File: src/rtl/sst_pkg.sv
package sst_pkg;

  // Decoded raster position shared between timing, control and output stage
  typedef struct packed {
    logic active;      // inside visible columns and visible lines
    logic line_start;  // first pixel of a visible line
    logic act_end;     // last pixel of a visible line
    logic hsync;       // horizontal sync interval (active high here)
    logic vsync;       // vertical sync interval (active high here)
    logic buf_sel;     // buffer owned by the current line
  } sst_pos_t;

endpackage

File: src/rtl/sst_timing.sv
module sst_timing import sst_pkg::*; #(
  parameter int H_ACTIVE = 640,
  parameter int H_FP     = 16,
  parameter int H_SYNC   = 96,
  parameter int H_BP     = 48,
  parameter int V_ACTIVE = 480,
  parameter int V_FP     = 10,
  parameter int V_SYNC   = 2,
  parameter int V_BP     = 33,
  parameter int HW       = 10
) (
  input  logic          clk,
  input  logic          rst_n,
  output sst_pos_t      pos_o,
  output logic [HW-1:0] h_o
);

  localparam int H_TOTAL = H_ACTIVE + H_FP + H_SYNC + H_BP;
  localparam int V_TOTAL = V_ACTIVE + V_FP + V_SYNC + V_BP;
  localparam int VW      = $clog2(V_TOTAL);

  localparam logic [HW-1:0] H_LAST  = HW'(H_TOTAL - 1);
  localparam logic [HW-1:0] H_VIS   = HW'(H_ACTIVE);
  localparam logic [HW-1:0] H_SBEG  = HW'(H_ACTIVE + H_FP);
  localparam logic [HW-1:0] H_SEND  = HW'(H_ACTIVE + H_FP + H_SYNC);
  localparam logic [HW-1:0] H_AEND  = HW'(H_ACTIVE - 1);
  localparam logic [VW-1:0] V_LAST  = VW'(V_TOTAL - 1);
  localparam logic [VW-1:0] V_VIS   = VW'(V_ACTIVE);
  localparam logic [VW-1:0] V_SBEG  = VW'(V_ACTIVE + V_FP);
  localparam logic [VW-1:0] V_SEND  = VW'(V_ACTIVE + V_FP + V_SYNC);

  logic [HW-1:0] h_q, h_d;
  logic [VW-1:0] v_q, v_d;
  logic          line_wrap;

  // next-state
  always_comb begin
    line_wrap = (h_q == H_LAST);
    h_d       = line_wrap ? '0 : h_q + 1'b1;
    v_d       = v_q;
    if (line_wrap) begin
      v_d = (v_q == V_LAST) ? '0 : v_q + 1'b1;
    end
  end

  // registers
  always_ff @(posedge clk or negedge rst_n) begin
    if (!rst_n) begin
      h_q <= '0;
      v_q <= '0;
    end else begin
      h_q <= h_d;
      v_q <= v_d;
    end
  end

  // position decode
  logic v_vis;
  always_comb begin
    v_vis            = (v_q < V_VIS);
    pos_o.active     = v_vis && (h_q < H_VIS);
    pos_o.line_start = v_vis && (h_q == '0);
    pos_o.act_end    = v_vis && (h_q == H_AEND);
    pos_o.hsync      = (h_q >= H_SBEG) && (h_q < H_SEND);
    pos_o.vsync      = (v_q >= V_SBEG) && (v_q < V_SEND);
    pos_o.buf_sel    = v_q[0];
  end

  assign h_o = h_q;

  AST_H_WRAP: assert property (@(posedge clk) disable iff (!rst_n)
    (h_q == H_LAST) |=> (h_q == '0));

  AST_V_STEADY: assert property (@(posedge clk) disable iff (!rst_n)
    (h_q != H_LAST) |=> $stable(v_q));

endmodule

File: src/rtl/sst_linebuf.sv
module sst_linebuf #(
  parameter int WORD_W = 32,
  parameter int WORDS  = 20,
  parameter int AW     = 5,
  parameter int IW     = 5,
  parameter int BW     = 5
) (
  input  logic              clk,
  input  logic              wr_en,
  input  logic              wr_buf,
  input  logic [AW-1:0]     wr_addr,
  input  logic [WORD_W-1:0] wr_data,
  input  logic              rd_buf,
  input  logic [IW-1:0]     rd_word,
  input  logic [BW-1:0]     rd_bit,
  output logic              bit_o
);

  logic [WORD_W-1:0] rd_w [2];
  logic              rd_in_range;
  logic [AW-1:0]     rd_sel;

  assign rd_in_range = (int'(rd_word) < WORDS);
  assign rd_sel      = rd_word[AW-1:0];

  for (genvar g = 0; g < 2; g++) begin : g_buf
    logic [WORD_W-1:0] mem [WORDS];
    logic              we;

    assign we = wr_en && (wr_buf == 1'(g)) && (int'(wr_addr) < WORDS);

    // storage carries no reset; contents are only used once marked full
    always_ff @(posedge clk) begin
      if (we) begin
        mem[wr_addr] <= wr_data;
      end
    end

    assign rd_w[g] = rd_in_range ? mem[rd_sel] : '0;
  end

  // WORD_W is a power of two, so inverting the bit offset selects MSB first
  logic [WORD_W-1:0] sel_w;
  assign sel_w = rd_buf ? rd_w[1] : rd_w[0];
  assign bit_o = sel_w[~rd_bit];

endmodule

File: src/rtl/sst_ctrl.sv
module sst_ctrl #(
  parameter int CNT_W = 8
) (
  input  logic             clk,
  input  logic             rst_n,
  input  logic             line_start,
  input  logic             act_end,
  input  logic             buf_sel,
  input  logic             wr_done,
  input  logic             wr_buf,
  input  logic             clr,
  output logic             play_o,
  output logic             udr_det_o,
  output logic             req_o,
  output logic             req_buf_o,
  output logic             flag_o,
  output logic [CNT_W-1:0] cnt_o
);

  localparam logic [CNT_W-1:0] CNT_MAX = '1;

  logic [1:0]       full_q, full_d;
  logic             ok_q, ok_d;
  logic             flag_q, flag_d;
  logic [CNT_W-1:0] cnt_q, cnt_d;
  logic             req_q, req_d;
  logic             rbuf_q, rbuf_d;
  logic             play, det;

  // next-state
  always_comb begin
    play   = line_start ? full_q[buf_sel] : ok_q;
    det    = line_start && !full_q[buf_sel];
    ok_d   = play;

    for (int b = 0; b < 2; b++) begin
      full_d[b] = full_q[b];
      if (act_end && play && (buf_sel == 1'(b))) begin
        full_d[b] = 1'b0;
      end
      if (wr_done && (wr_buf == 1'(b))) begin
        full_d[b] = 1'b1;
      end
    end

    flag_d = flag_q;
    if (clr) begin
      flag_d = 1'b0;
    end
    if (det) begin
      flag_d = 1'b1;
    end

    cnt_d = cnt_q;
    if (det && (cnt_q != CNT_MAX)) begin
      cnt_d = cnt_q + 1'b1;
    end

    req_d  = act_end;
    rbuf_d = act_end ? buf_sel : rbuf_q;
  end

  // registers
  always_ff @(posedge clk or negedge rst_n) begin
    if (!rst_n) begin
      full_q <= '0;
      ok_q   <= 1'b0;
      flag_q <= 1'b0;
      cnt_q  <= '0;
      req_q  <= 1'b0;
      rbuf_q <= 1'b0;
    end else begin
      full_q <= full_d;
      ok_q   <= ok_d;
      flag_q <= flag_d;
      cnt_q  <= cnt_d;
      req_q  <= req_d;
      rbuf_q <= rbuf_d;
    end
  end

  assign play_o    = play;
  assign udr_det_o = det;
  assign req_o     = req_q;
  assign req_buf_o = rbuf_q;
  assign flag_o    = flag_q;
  assign cnt_o     = cnt_q;

  AST_FLAG_ON_DETECT: assert property (@(posedge clk) disable iff (!rst_n)
    det |=> flag_q);

  AST_CNT_NEVER_DROPS: assert property (@(posedge clk) disable iff (!rst_n)
    1'b1 |=> (cnt_q >= $past(cnt_q)));

  AST_REQ_ONE_CLOCK: assert property (@(posedge clk) disable iff (!rst_n)
    req_q |=> !req_q);

  AST_DONE_MARKS_FULL: assert property (@(posedge clk) disable iff (!rst_n)
    wr_done |=> full_q[$past(wr_buf)]);

endmodule

File: src/rtl/scanline_streamer.sv
module scanline_streamer import sst_pkg::*; #(
  parameter int H_ACTIVE = 640,
  parameter int H_FP     = 16,
  parameter int H_SYNC   = 96,
  parameter int H_BP     = 48,
  parameter int V_ACTIVE = 480,
  parameter int V_FP     = 10,
  parameter int V_SYNC   = 2,
  parameter int V_BP     = 33,
  parameter int WORD_W   = 32,
  parameter int CNT_W    = 8,
  parameter int WORDS    = H_ACTIVE / WORD_W,
  parameter int AW       = (WORDS > 1) ? $clog2(WORDS) : 1
) (
  input  logic              clk,
  input  logic              rst_n,
  input  logic              wr_en,
  input  logic              wr_buf,
  input  logic [AW-1:0]     wr_addr,
  input  logic [WORD_W-1:0] wr_data,
  input  logic              wr_done,
  input  logic              udr_clr,
  output logic              hsync_n,
  output logic              vsync_n,
  output logic              de,
  output logic              pix,
  output logic              line_req,
  output logic              line_req_buf,
  output logic              underrun,
  output logic [CNT_W-1:0]  underrun_cnt
);

  localparam int H_TOTAL = H_ACTIVE + H_FP + H_SYNC + H_BP;
  localparam int HW      = $clog2(H_TOTAL);
  localparam int BW      = $clog2(WORD_W);
  localparam int IW      = HW - BW;

  // reset: asserted at once, released after two clock edges
  logic rs_meta, rs_n;
  always_ff @(posedge clk or negedge rst_n) begin
    if (!rst_n) begin
      rs_meta <= 1'b0;
      rs_n    <= 1'b0;
    end else begin
      rs_meta <= 1'b1;
      rs_n    <= rs_meta;
    end
  end

  sst_pos_t      pos;
  logic [HW-1:0] h_cnt;

  sst_timing #(
    .H_ACTIVE(H_ACTIVE), .H_FP(H_FP), .H_SYNC(H_SYNC), .H_BP(H_BP),
    .V_ACTIVE(V_ACTIVE), .V_FP(V_FP), .V_SYNC(V_SYNC), .V_BP(V_BP),
    .HW(HW)
  ) u_timing (
    .clk   (clk),
    .rst_n (rs_n),
    .pos_o (pos),
    .h_o   (h_cnt)
  );

  logic play, udr_det;

  sst_ctrl #(.CNT_W(CNT_W)) u_ctrl (
    .clk        (clk),
    .rst_n      (rs_n),
    .line_start (pos.line_start),
    .act_end    (pos.act_end),
    .buf_sel    (pos.buf_sel),
    .wr_done    (wr_done),
    .wr_buf     (wr_buf),
    .clr        (udr_clr),
    .play_o     (play),
    .udr_det_o  (udr_det),
    .req_o      (line_req),
    .req_buf_o  (line_req_buf),
    .flag_o     (underrun),
    .cnt_o      (underrun_cnt)
  );

  logic buf_bit;

  sst_linebuf #(
    .WORD_W(WORD_W), .WORDS(WORDS), .AW(AW), .IW(IW), .BW(BW)
  ) u_lbuf (
    .clk     (clk),
    .wr_en   (wr_en),
    .wr_buf  (wr_buf),
    .wr_addr (wr_addr),
    .wr_data (wr_data),
    .rd_buf  (pos.buf_sel),
    .rd_word (h_cnt[HW-1:BW]),
    .rd_bit  (h_cnt[BW-1:0]),
    .bit_o   (buf_bit)
  );

  // output stage: one register per output, all for the same position
  logic hs_d, vs_d, de_d, pix_d;
  logic hs_q, vs_q, de_q, pix_q;

  always_comb begin
    hs_d  = !pos.hsync;
    vs_d  = !pos.vsync;
    de_d  = pos.active;
    pix_d = pos.active && play && buf_bit;
  end

  always_ff @(posedge clk or negedge rs_n) begin
    if (!rs_n) begin
      hs_q  <= 1'b1;
      vs_q  <= 1'b1;
      de_q  <= 1'b0;
      pix_q <= 1'b0;
    end else begin
      hs_q  <= hs_d;
      vs_q  <= vs_d;
      de_q  <= de_d;
      pix_q <= pix_d;
    end
  end

  assign hsync_n = hs_q;
  assign vsync_n = vs_q;
  assign de      = de_q;
  assign pix     = pix_q;

  AST_BLANK_ON_UNDERRUN: assert property (@(posedge clk) disable iff (!rs_n)
    udr_det |=> !pix_q);

  AST_NO_DE_IN_HSYNC: assert property (@(posedge clk) disable iff (!rs_n)
    !hs_q |-> !de_q);

  AST_REQ_AT_LAST_PIXEL: assert property (@(posedge clk) disable iff (!rs_n)
    line_req |-> de_q);

endmodule

File: config.mk
export PLATFORM = sky130hd
export DESIGN_NAME = scanline_streamer
export DESIGN_NICKNAME = d
export VERILOG_FILES = /design/src/rtl/sst_pkg.sv /design/src/rtl/sst_timing.sv /design/src/rtl/sst_linebuf.sv /design/src/rtl/sst_ctrl.sv /design/src/rtl/scanline_streamer.sv
export SDC_FILE = /design/constraint.sdc
export NUM_CORES = 1
export LEC_CHECK = 0
export BUFFER_PORTS_ARGS = -buffer_cell sky130_fd_sc_hd__buf_2
export CORE_MARGIN = 10
export CORE_UTILIZATION = 40
export CTS_BUF_LIST = sky130_fd_sc_hd__clkbuf_16
export CTS_CLUSTER_DIAMETER = 100
export CTS_CLUSTER_SIZE = 40
export DETAILED_ROUTE_END_ITERATION = 10
export GPL_TIMING_DRIVEN = 0
export MAX_ROUTING_LAYER = met4
export PLACE_DENSITY = 0.51
export REMOVE_ABC_BUFFERS = 1
export SYNTH_ARGS = -nofsm -noshare
export SYNTH_HDL_FRONTEND = slang
export SYNTH_HIERARCHICAL = 1
export SYNTH_SLANG_ARGS = --single-unit
File: constraint.sdc
create_clock -name clk -period 1.4 [get_ports clk]
set_clock_uncertainty 0.05 [all_clocks]
set_input_delay 0.07 -clock clk [delete_from_list [all_inputs] [get_ports clk]]
set_output_delay 0.07 -clock clk [all_outputs]
set_load 0.02 [all_outputs]
# After elaboration in Yosys (flattened, before gate mapping)
# Memories as Yosys holds them, arrays and structs flattened.
# Cells that the tools add are included.
# word_totals
ff_bits	40
ram_bits	1280
in_bits	43
output_inout_bits	15
wordCells	82
mem_count	2
# classes
n_addsub	3
n_lt_le_gt_ge	10
n_eq_ne	4
muxes	20
bitwise_logic	3
n_reduce_logical	25
# memory_table
memory	words	width	rd	rd_clocked_by_memory_dff	wr	line_no	text
u_lbuf.g_buf[0].mem	20	32	1	0	1	sst_linebuf.sv:27	logic [WORD_W-1:0] mem [WORDS];
u_lbuf.g_buf[1].mem	20	32	1	0	1	sst_linebuf.sv:27	
# ops
cell	count
32-bit 2-to-1 mux	3
10-bit == test, second input constant	3
10-bit by 1-bit adder with 10-bit output, second input constant	2
10-bit < comparator, second input constant	2
10-bit by 9-bit < comparator with 1-bit output, second input constant	2
10-bit 2-to-1 mux	2
1-bit logical AND	18
1-bit 2-to-1 mux	14
10-bit greater-or-equal comparator, second input constant	1
10-bit by 9-bit greater-or-equal comparator with 1-bit output, second input constant	1
10-bit logical NOT	1
5-bit < comparator, second input constant	2
8-bit by 1-bit adder with 8-bit output, second input constant	1
8-bit != test, second input constant	1
5-bit by 6-bit < comparator with 1-bit output, second input constant	1
2-bit nonzero test	3
1-bit binary-select mux with 5-bit select	1
5-bit NOT	1
1-bit logical NOT	3
1-bit by 2-bit < comparator with 1-bit output, second input constant	1
1-bit NOT	2

# Logic depth before layout (Yosys ltp)
# logic_depth
word_depth	7
ltp_mapped	15
depth_no_buf	9

# Hierarchy
# The synthesis kept the hierarchy.
# by_module_without_submodules
mod	instances	cells_each	area_each_um2	seq_area_each_um2
sst_linebuf	1	2258	49387.4	38436.9
sst_timing	1	115	1107.3	500.5
sst_ctrl	1	57	680.7	350.3
scanline_streamer	1	10	170.2	152.6

# Worst setup path after synthesis
# Ideal clock, no wire load.
# synth_path
path_kind	flip-flop to flip-flop
from	register u_timing.h_q[6] (netlist: u_timing/h_o[6])
to	register pix_q (netlist: pix)
setup_time_ps	120
arrival_ps	2799
required_time_ps	1230
path_slack_ps	-1568
path_stages_with_launch	11
n_path_buf	2
synth_period_minus_slack_ps	2968
path_cell_list	dfrtp_1 buf_4 clkbuf_1 mux4_2 a32o_1 or4_1 a41oi_2 o211ai_1 and3_1 o311a_1 and3_1
# synth_via
elab_chain_cells	6
# synth_lines
item	line_no	text
from (decl)	sst_timing.sv:32	logic [HW-1:0] h_q, h_d;
from (signal assigned)	sst_timing.sv:49	h_q <= '0;
from (signal assigned)	sst_timing.sv:52	h_q <= h_d;
memory 20 x 32 bit or 5-bit < comparator (tied branches)	n/a	
32-bit 2-to-1 mux	sst_linebuf.sv:39	assign rd_w[g] = rd_in_range ? mem[rd_sel] : '0;
32-bit 2-to-1 mux (*)	sst_linebuf.sv:44	assign sel_w = rd_buf ? rd_w[1] : rd_w[0];
1-bit binary-select mux with 5-bit select (*)	sst_linebuf.sv:45	assign bit_o = sel_w[~rd_bit];
1-bit 2-to-1 mux (not written as such) (*)	sst_linebuf.sv:45	
named net buf_bit	scanline_streamer.sv:83	logic buf_bit;
1-bit logical AND (*)	scanline_streamer.sv:107	pix_d = pos.active && play && buf_bit;
named net pix_d	scanline_streamer.sv:100	logic hs_d, vs_d, de_d, pix_d;
to (signal assigned)	scanline_streamer.sv:120	pix_q <= pix_d;
to (decl)	scanline_streamer.sv:101	logic hs_q, vs_q, de_q, pix_q;
# Mark *: on every way through the listed nets, which the timed path passes. The rest lies on a longest branch. The select of a mux whose other input is x is not followed.
# A chain may end at the register's enable or synchronous reset.

# Final worst setup path
# layout_path
from	register u_timing.h_q[5] (netlist: u_timing/h_o[5])
to	register pix_q (netlist: pix)
# Same word-level chain as after synthesis.

==> results.md <==
Yosys:
- The post-synthesis instance area is around 51,000 µm².
- Synthesis instantiated 82 different standard cells from the library.
- The synthesized design contains 1,320 register bits.
- Sequential cells were found to cover 76.81% of the synthesized design area.
- A synthesized cell averages approximately 21 µm².
- Synthesis produced a netlist whose cell count is 2,440.
- The count of flip-flops with a built-in enable after synthesis is 1,280.
- The proportion of synthesized flip-flops having asynchronous set or reset is between 3 and 4%.
- The dominant register cell in the synthesized netlist is sky130_fd_sc_hd__edfxtp_1.
- During synthesis, Yosys emitted a total of 6 warnings.

Worst setup path:
- In this run the register-to-register setup slack is -2.11 ns.
- The critical path startpoint category is a register.
- The startpoint identified for the worst register-to-register timing path is u_timing/h_o[5].
- Data arrives at the worst endpoint at 4.06 ns.
- The most numerous cell type found on the critical path is sky130_fd_sc_hd__buf_16.
- The critical register-to-register path endpoint is pix.
- The required time at the worst-slack endpoint is 1.94 ns.
- Traced cell by cell, the critical path runs through buf_16 -> buf_16 -> buf_16 -> buf_4 -> mux4_2 -> a22oi_2 -> a22oi_2 -> a41oi_2 -> nand4_1 -> and4_1 -> o311a_4 -> and3_4.
- The standard cell with the maximum stage delay on the critical path is sky130_fd_sc_hd__dfrtp_4.
- The largest driver fanout on the critical path is 8.
- The depth of the worst register-to-register path is 12.
- The critical path's largest stage delay is around 0.54 ns.
- The kind of critical path is reg -> reg.
- The worst setup path is captured at a register.

GRT:
- The largest net degree at the start of global routing is 56.
- The overflow left after global routing is 0.
- The initial antenna violation count came to 3.
- The via count of the first global-routing pass is approximately 27,000.
- Global routing consumed, over all layers together, 22.13% of the routing resources.
- The first-pass GRT wire length is 216,500 µm.

Clocking:
- The tree is rooted in a sky130_fd_sc_hd__clkbuf_16.
- The clock latency on the worst-skew pair is 0.71 ns.
- After clock tree synthesis, the clock-pin slew on the worst setup and hold paths is approximately 0.15 ns.
- TritonCTS built the clock tree.
- The clock net in this run drives a total of 1,320 sinks.
- The number of levels in the clock H-tree is 2.
- The CTS buffer count is 43.
- The maximum number of buffers from clock root to sink is 3.

Drt:
- The number of vias after detailed routing is 27,060.
- The count of TritonRoute iterations in the first routing pass is 5.
- Using the TritonRoute via totals, the vias-per-cell ratio works out to 6.064.
- The initial DRC count is roughly 3,300.
- In the final routed layout, each cell accounts on average for 34.96 µm.
- In the routed design, unresolved DRC markers number 0.
- The aggregate routed wire length is 156,000 µm.
- Once detail routing completed, the nets flagged for antenna violations numbered 0.

Status:
- The flow ran to the end, but the final reports show violations.
- The final reports fail on setup timing.

Power and ir drop:
- The total chip power is 62,810 µW.
- The peak supply drop is 0.9386 mV.
- The static leakage power is 0.01903 µW.
- Power spread over the standard cell area amounts to 1033 nW/µm².

Timing:
- Derived from the worst setup path, the maximum achievable clock frequency is roughly 280 MHz.
- Setup violations remaining at the end of the flow were counted as 44.
- Setup repair after global routing could not meet its margin everywhere.
- The headroom to the max-slew limit is 33.67%.
- The hold violation total from the final report is 0.
- After layout, the worst setup slack is -2.114 ns.
- The transition time of the tightest slew-check pin is 0.9920 ns.
- The number of slew-limit violations in the final report is 0.
- Across all hold checks on the routed design, the worst slack comes to 0.07994 ns.
- The final critical path time including I/O delays and setup is around 3.5 ns.
- The share of the clock period used by the worst path is 251.0%.

Hold path:
- The endpoint with the worst hold slack is u_lbuf/g_buf[1].mem[15][19].
- The start point of the worst hold path is wr_addr[1].
- The worst hold path was traced through 4 stages.
- The min-delay analysis places its worst path in the category in -> reg.

Floorplanning:
- After floorplanning, the core was divided into 131 placement rows.
- The die is 378.3 µm wide.
- The initial core utilization is 40.26%.
- The I/O pin count is a little under 60.
- The total area inside the core boundary comes to 127,500 µm².
- The die span in y is 378.3 µm.
- The die covers 143,100 µm².

Final layout:
- The post-route netlist has 32.55% of its cells at a drive strength greater than 1.
- The library cell used most frequently in the layout, excluding fill and tap cells, is sky130_fd_sc_hd__edfxtp_1.
- The multi-input combinational cells in the finished layout cover a total of 11,920 µm².
- The net count of the finished layout is ~2,800.
- From synthesis to final layout, the design area changed by 18.46%.
- The sequential standard cell area is 39,480 µm².
- Leaving out fill and tap cells, the most frequent cells in the layout are sky130_fd_sc_hd__edfxtp_1, sky130_fd_sc_hd__mux4_2, sky130_fd_sc_hd__buf_4.
- The number of inserted filler cells in the final layout is between 10,000 and 15,000.
- Cells fill 47.70% of the core in the end.

Place:
- The number of buffers added on ports is between 50 and 60.
- The routability-driven placement congestion ratio is 0.7329.
- The half-perimeter wire length after placement is 88,890 µm.
- The worst setup slack after placement is -3.949 ns.

Run:
- The tool flagged a number of max-cap violations equal to 0.
how the worst max path moves through the flow:
stage                         start  endpoint  slack [ns]
floorplan           u_timing/h_o[5]       pix      -13.55
finish              u_timing/h_o[5]       pix       -2.11
global route        u_timing/h_o[5]       pix       -2.12
global placement    u_timing/h_o[5]       pix      -24.76
detailed placement  u_timing/h_o[5]       pix       -3.95
CTS                 u_timing/h_o[5]       pix       -2.14
cells by family (layout without fill, tap and decap cells):
group / Yosys count / after routing / share of synthesized area (%)
AOI/OAI and AO/OA: 235 / 235 / 3.265
xor gates and xnor gates: 12 / 12 / 0.2047
adders and majority gates: 5 / 5 / 0.1218
buffers and inverters: 146 / 505 / 1.711
DFF: 1320 / 1320 / 76.81
muxes: 405 / 405 / 14.76
other: 1 / 3 / 0.007303
and+or+nand+nor: 316 / 316 / 3.114
where the power goes:
group          leakage (µW)  internal (µW)  switching [µW]
Clock              0.000663           6230           12000
Sequential           0.0120          43500            65.2
Combinational       0.00636            255             766
registers in the layout (all words and copies together) (netlist names), 2 cells and up:
signal,cells
u_lbuf/g_buf.mem,1280
u_ctrl/full_q,2
u_ctrl/cnt_o,8
u_timing/v_q,10
u_timing/h_o,10
worst max-delay path, delay by kind of cell, from the launching register on:
| family | cells | cell delay (ns) |
|---|---|---|
| DFF | 1 | 0.54 |
| muxes | 1 | 0.42 |
| and+or+nand+nor | 3 | 0.72 |
| AOI/OAI and AO/OA | 4 | 0.98 |
| buffers and inverters | 4 | 0.64 |
stage by stage:
stage               cells  TNS (ns)  area [µm²]
floorplan            2312  -1749.92       50530
global placement     4031  -5484.13       52900
detailed placement   4118  -1398.90       55250
CTS                  4416    -30.79       60220
global route         4463    -34.99       60820
finish               4463    -32.80       60820
synth_stat cells (11+ instances only):
cell type,n,share of area [%]
sky130_fd_sc_hd__a211oi_1,21,0.31
sky130_fd_sc_hd__dfrtp_1,38,1.9
sky130_fd_sc_hd__mux2i_1,101,2.0
sky130_fd_sc_hd__buf_6,20,0.44
sky130_fd_sc_hd__clkbuf_1,37,0.27
sky130_fd_sc_hd__nand4_1,15,0.18
sky130_fd_sc_hd__nor3_1,33,0.32
sky130_fd_sc_hd__nand3_1,37,0.36
sky130_fd_sc_hd__mux2_2,24,0.53
sky130_fd_sc_hd__mux4_2,273,12
sky130_fd_sc_hd__edfxtp_1,1280,75
sky130_fd_sc_hd__a22oi_1,43,0.63
sky130_fd_sc_hd__nor4_1,11,0.13
sky130_fd_sc_hd__nand2_1,63,0.46
sky130_fd_sc_hd__buf_4,15,0.22
sky130_fd_sc_hd__buf_2,44,0.43
sky130_fd_sc_hd__o21ai_0,23,0.22
sky130_fd_sc_hd__nor2_1,83,0.61
sky130_fd_sc_hd__o22ai_1,27,0.33
sky130_fd_sc_hd__inv_1,17,0.12
sky130_fd_sc_hd__a21oi_1,34,0.33
timing repair:
item / 4_1_cts / 5_1_grt
endpoints found under the setup margin: 1187 / 295
setup buffers: 165 / 46
hold endpoints to repair: 1289 / 0
resized for setup: 163 / 80
hold buffers: 39 / 0
pin swaps: 63 / 29
cloned: 28 / 3
cell type report:
cell class | count | area share (%)
Antenna cell | 2 | 0.008228
Tap cell | 1662 | 3.419
Inverter | 18 | 0.1502
Clock buffer | 45 | 1.851
Sequential cell | 1320 | 64.90
Clock inverter | 21 | 0.4052
Multi-Input combinational cell | 974 | 19.60
Timing Repair Buffer | 421 | 9.664
per-layer routing:
layer  vias up  track usage (%)  wire, µm
li1      10830                -         -
met1     14970            29.71     64630
met2      1038            35.71     76100
met3       224            2.847     10570
met4         0            5.928      4736
met5         -                -         0
No activity file was read; power rests on OpenSTA's default activity.
